===== src/rtl/lockp_pkg.sv =====
`timescale 1ns/1ps
package lockp_pkg;

    localparam int LOCK_W  = 3;
    localparam int LEVEL_W = $clog2(LOCK_W + 1);

    // protection thresholds (levels at which a right is withdrawn)
    localparam int LVL_NO_PROG   = 1;
    localparam int LVL_NO_VERIFY = 2;
    localparam int LVL_NO_EXT    = 3;

    typedef logic [LOCK_W-1:0]  lock_vec_t;
    typedef logic [LEVEL_W-1:0] level_t;

    typedef struct packed {
        logic      erase;
        logic      prog;
        lock_vec_t mask;
    } lock_cmd_t;

    typedef struct packed {
        logic prog_ok;
        logic verify_ok;
        logic ext_exec_ok;
        logic tbl_fetch_ok;
    } perm_t;

    // highest programmed bit sets the level: cumulative protection
    function automatic level_t lock_level(input lock_vec_t bits);
        level_t lvl;
        lvl = '0;
        for (int i = 0; i < LOCK_W; i++) begin
            if (bits[i]) lvl = level_t'(i + 1);
        end
        return lvl;
    endfunction

    function automatic perm_t level_perms(input level_t lvl);
        perm_t p;
        p.prog_ok      = (int'(lvl) < LVL_NO_PROG);
        p.tbl_fetch_ok = (int'(lvl) < LVL_NO_PROG);
        p.verify_ok    = (int'(lvl) < LVL_NO_VERIFY);
        p.ext_exec_ok  = (int'(lvl) < LVL_NO_EXT);
        return p;
    endfunction

endpackage


===== src/rtl/lockp_bits.sv =====
`timescale 1ns/1ps
module lockp_bits
    import lockp_pkg::*;
(
    input  logic      clk,
    input  logic      rst,
    input  lock_cmd_t cmd,
    output lock_vec_t bits_q
);
    // Non-volatile model: reset does not clear the bits, and commands wait for reset release.
    lock_vec_t bits_d;

    always_comb begin
        bits_d = bits_q;
        if (cmd.erase)     bits_d = '0;
        else if (cmd.prog) bits_d = bits_q | cmd.mask;
    end

    always_ff @(posedge clk) begin
        if (!rst) bits_q <= bits_d;
    end
endmodule


===== src/rtl/lockp_decode.sv =====
`timescale 1ns/1ps
module lockp_decode
    import lockp_pkg::*;
(
    input  lock_vec_t bits,
    output level_t    level,
    output perm_t     perm
);
    always_comb begin
        level = lock_level(bits);
        perm  = level_perms(level);
    end
endmodule


===== src/rtl/lockp_ea_latch.sv =====
`timescale 1ns/1ps
module lockp_ea_latch (
    input  logic clk,
    input  logic rst,
    input  logic armed,
    input  logic ea_pin,
    output logic ea_latched,
    output logic ea_valid,
    output logic ea_fault
);
    // Capture happens only in reset cycles; before the first reset the level is undefined.
    always_ff @(posedge clk) begin
        if (rst) begin
            ea_latched <= ea_pin;
            ea_valid   <= armed;
        end
    end

    always_comb begin
        ea_fault = !rst && ea_valid && armed && (ea_latched != ea_pin);
    end
endmodule


===== src/rtl/lockp_unit.sv =====
`timescale 1ns/1ps
module lockp_unit
    import lockp_pkg::*;
(
    input  logic              clk,
    input  logic              rst,
    input  logic              prog_req,
    input  logic [LOCK_W-1:0] prog_mask,
    input  logic              erase_req,
    input  logic              ea_pin,
    output logic [LOCK_W-1:0] lock_bits,
    output logic [LEVEL_W-1:0] prot_level,
    output logic              prog_ok,
    output logic              verify_ok,
    output logic              ext_exec_ok,
    output logic              tbl_fetch_ok,
    output logic              ea_latched,
    output logic              ea_valid,
    output logic              ea_fault
);
    lock_cmd_t cmd;
    lock_vec_t bits_q;
    level_t    level;
    perm_t     perm;

    always_comb begin
        cmd.erase = erase_req;
        cmd.prog  = prog_req;
        cmd.mask  = prog_mask;
    end

    lockp_bits u_bits (
        .clk    (clk),
        .rst    (rst),
        .cmd    (cmd),
        .bits_q (bits_q)
    );

    lockp_decode u_dec (
        .bits  (bits_q),
        .level (level),
        .perm  (perm)
    );

    lockp_ea_latch u_ea (
        .clk        (clk),
        .rst        (rst),
        .armed      (level != '0),
        .ea_pin     (ea_pin),
        .ea_latched (ea_latched),
        .ea_valid   (ea_valid),
        .ea_fault   (ea_fault)
    );

    always_comb begin
        lock_bits    = bits_q;
        prot_level   = level;
        prog_ok      = perm.prog_ok;
        verify_ok    = perm.verify_ok;
        ext_exec_ok  = perm.ext_exec_ok;
        tbl_fetch_ok = perm.tbl_fetch_ok;
    end
endmodule


===== config.mk =====
export PLATFORM = sky130hd
export DESIGN_NAME = lockp_unit
export DESIGN_NICKNAME = d
export VERILOG_FILES = /design/src/rtl/lockp_pkg.sv /design/src/rtl/lockp_bits.sv /design/src/rtl/lockp_decode.sv /design/src/rtl/lockp_ea_latch.sv /design/src/rtl/lockp_unit.sv
export SDC_FILE = /design/constraint.sdc
export NUM_CORES = 1
export LEC_CHECK = 0
export ABC_AREA = 1
export BUFFER_PORTS_ARGS = -buffer_cell sky130_fd_sc_hd__buf_2
export CORE_AREA = 2 2 39 41
export CTS_CLUSTER_DIAMETER = 200
export CTS_CLUSTER_SIZE = 10
export DETAILED_ROUTE_END_ITERATION = 7
export DIE_AREA = 0 0 41 43
export PLACE_DENSITY = 0.5
export SETUP_SLACK_MARGIN = 0.02
export SYNTH_ARGS = -nofsm -noshare
export SYNTH_HDL_FRONTEND = slang
export SYNTH_HIERARCHICAL = 1
export SYNTH_SLANG_ARGS = --single-unit

===== constraint.sdc =====
create_clock -name clk -period 1.7 [get_ports clk]
set_input_delay 0.34 -clock clk [delete_from_list [all_inputs] [get_ports clk]]
set_output_delay 0.34 -clock clk [all_outputs]
set_load 0.005 [all_outputs]

==> out/summary.json <==
{
  "setup_viol": 0,
  "maxCapViolCount": 0,
  "detailedPlace.worstSlack_ns": 0.356,
  "grt_pass1_wl_um": 917,
  "insertion_delay_ns": 0.24,
  "fin_crit_ns": 1.52,
  "drive_above_1_share_pct": 58.2,
  "wl_um": 551,
  "initial_core_util_pct": 19.1,
  "setup_ws_ns": 0.184,
  "layout_worst_path_cycle_share_pct": 89.2,
  "reg2reg_from": "u_bits/bits_q[2]",
  "fin_setup_tns_ns": 0,
  "achievable-frequency_ghz": 0.660,
  "multiInputGateArea_sq_um": 88.8,
  "cts_hold_buffers": 0,
  "placedCellCount": 66,
  "drcViolationCount": 0,
  "syn-mean-instance-area_sq_um": 8.25,
  "worst-r2r-cell-count": 4,
  "critPathLaunchType": "flip-flop",
  "gr-total-overflow": 0,
  "worst_slew_pin_slew_ns": 0.248,
  "drt.antenna.violating_nets": 0,
  "routabilityCongestion": 0.666,
  "critical_path_peak_fanout": 3,
  "crit_type": "reg2out",
  "postSynthRegisterBits": 5,
  "first_pass_iters": 2,
  "synth.yosys.seq_area_share_pct": 56.9,
  "placement.cell_area_sq_um": 372,
  "cp_data_arrival_time_ns": 1.18,
  "clk_pwr_share_pct": 38.8,
  "worstHoldPathCells": 1,
  "min_to": "u_ea/ea_latched",
  "hpwl_um": 474,
  "clkSlewWorstSetupHoldPaths_ns": 0.04,
  "ys.warnings.count": 6,
  "combPwrFrac_pct": 16.9,
  "synth_cell_type_count": 9,
  "regArea_sq_um": 150,
  "worst_r2r_endpoint": "u_ea/ea_valid",
  "rrSetupSlack_ns": 0.74,
  "slew_violations": 0,
  "netlist_area_sq_um": 264,
  "number_of_vias_after_detailed_routing": 268,
  "clock_tree.htree_level_count": 1,
  "post_route_total_power_w": 0.000343,
  "global_route.usage.total_pct": 8.38,
  "clock-sinks": 5,
  "swShare_pct": 23.4,
  "num_io_pins": 20,
  "max-slew-margin-rel_pct": 83.4,
  "worst_clock_skew_ns": 0.00466,
  "largest_net_degree_at_the_start_of_global_routing": 5,
  "syn_nets": 40,
  "vias_per_cell": 3.77,
  "final-hold-violation-count": 0,
  "synthesis.instances": 32,
  "mostFrequentLayoutCells": "19 x sky130_fd_sc_hd__buf_2, 8 x sky130_fd_sc_hd__nor2_1, 6 x sky130_fd_sc_hd__inv_1, 5 x sky130_fd_sc_hd__edfxtp_1, 4 x sky130_fd_sc_hd__nand2_2",
  "floorplan.rows": 14,
  "worst_setup_path_startpoint": "u_bits/bits_q[1]",
  "post_route_cell_area_sq_um": 418,
  "setup_repair_after_global_routing_missed_its_margin": "no",
  "cts_max_path_buffers": 2,
  "final_nets": 64,
  "final-instance-count-excl-fill": 71,
  "drt-wirelength-per-cell_um": 7.76,
  "n_fill_cell": 156,
  "total_leakage_power_nw": 0.233,
  "hp-start": "ea_pin",
  "tritoncts": "built",
  "grt_antenna_before_repair": 0,
  "run_status": "finished, final reports clean",
  "design.core.area_sq_um": 1380,
  "first_global_vias": 238,
  "power.share.sequential_pct": 44.3,
  "die_h_um": 43,
  "antenna_cells": 0,
  "io_buffers": 19,
  "layout_commonest_cell": "sky130_fd_sc_hd__buf_2",
  "vdd_drop_max_v": 0.000213,
  "ctsRootBufferMaster": "sky130_fd_sc_hd__clkbuf_4",
  "total_switching_power_w": 0.0000802,
  "setup.worst_path.end_class": "output port",
  "cellPowerDensity_nw_per_um2": 821,
  "critical_path_required_ns": 1.36,
  "internal_power_consumption_w": 0.000263,
  "fp.dieArea_sq_um": 1760,
  "area_delta_synth_final_pct": 58.3,
  "die_span_in_x_um": 41,
  "cts-buffers-inserted": 3,
  "drtIter0Drc": 3,
  "hold_path_class": "in2reg"
}
[routing by layer]
layer,global-route usage [%],up-vias,share of wire (%)
li1,-,139,-
met1,10.2,120,43
met2,9.69,9,52
met3,3.14,0,5.1
met4,10.0,0,0
met5,0,-,0
[cells by family (layout without fill, tap and decap cells)]
group	after synthesis	in the layout	share of synthesized area, %
simple gates	18	18	28.9
buf+inv	9	32	14.2
flops	5	5	56.9
[repair_timing]
| item | CTS | global route |
|---|---|---|
| setup buffers | 0 | 1 |
| endpoints found under the hold margin | 0 | 0 |
| setup endpoints to repair | 0 | 1 |
| gates resized for setup | 0 | 4 |
[Yosys cell counts, drive strengths merged]
library cell | count | area, sq um
inv | 8 | 30.0
buf | 1 | 7.51
edfxtp | 5 | 150
nor2 | 10 | 42.5
nand2 | 7 | 28.8
nand3 | 1 | 5.00
[layout make-up]
class                   instances  area share (%)
clock buffers                   4            6.29
inverters                       8            7.19
multi-input cells              18            21.3
flip-flops and latches          5            35.9
well taps                      16            4.79
repair buffers                 20            24.6
[power by group through the flow]
stage / registers (W) / logic [W] / clock network [W]
floorplan: 0.000154 / 0.0000247 / 0
global placement: 0.000154 / 0.0000531 / 0
detailed placement: 0.000154 / 0.0000539 / 0
CTS: 0.000152 / 0.0000542 / 0.000139
global route: 0.000153 / 0.0000678 / 0.000150
finish: 0.000152 / 0.0000580 / 0.000133
[registers in the layout (all words and copies together) (netlist names)]
signal and flops:
u_ea/ea_latched 1, u_ea/ea_valid 1, u_bits/bits_q 3
[worst max path at each step]
stage | to
after floorplan | ea_fault
after global placement | ea_fault
after detailed placement | ea_fault
after CTS | ea_fault
after global routing | ea_fault
final | ea_fault
[stage by stage]
step	hold WS, ns	utilization (%)
4_1_cts	0.306	28.8
6_report	0.312	30.2
3_5_place_dp	0.555	26.9
5_1_grt	0.306	30.2
2_1_floorplan	0.439	-
3_3_place_gp	0.551	26.9
[worst max-delay path, cell delays in order (launching register included)]
cell,delay (ns)
sky130_fd_sc_hd__edfxtp_1,0.41
sky130_fd_sc_hd__inv_2,0.09
sky130_fd_sc_hd__nand2_2,0.05
sky130_fd_sc_hd__nand2_2,0.07
sky130_fd_sc_hd__inv_1,0.04
sky130_fd_sc_hd__nand2_2,0.06
sky130_fd_sc_hd__nand3_2,0.06
sky130_fd_sc_hd__nor2_2,0.07
sky130_fd_sc_hd__buf_2,0.11
Note: power is estimated with default switching activity, not from simulation.
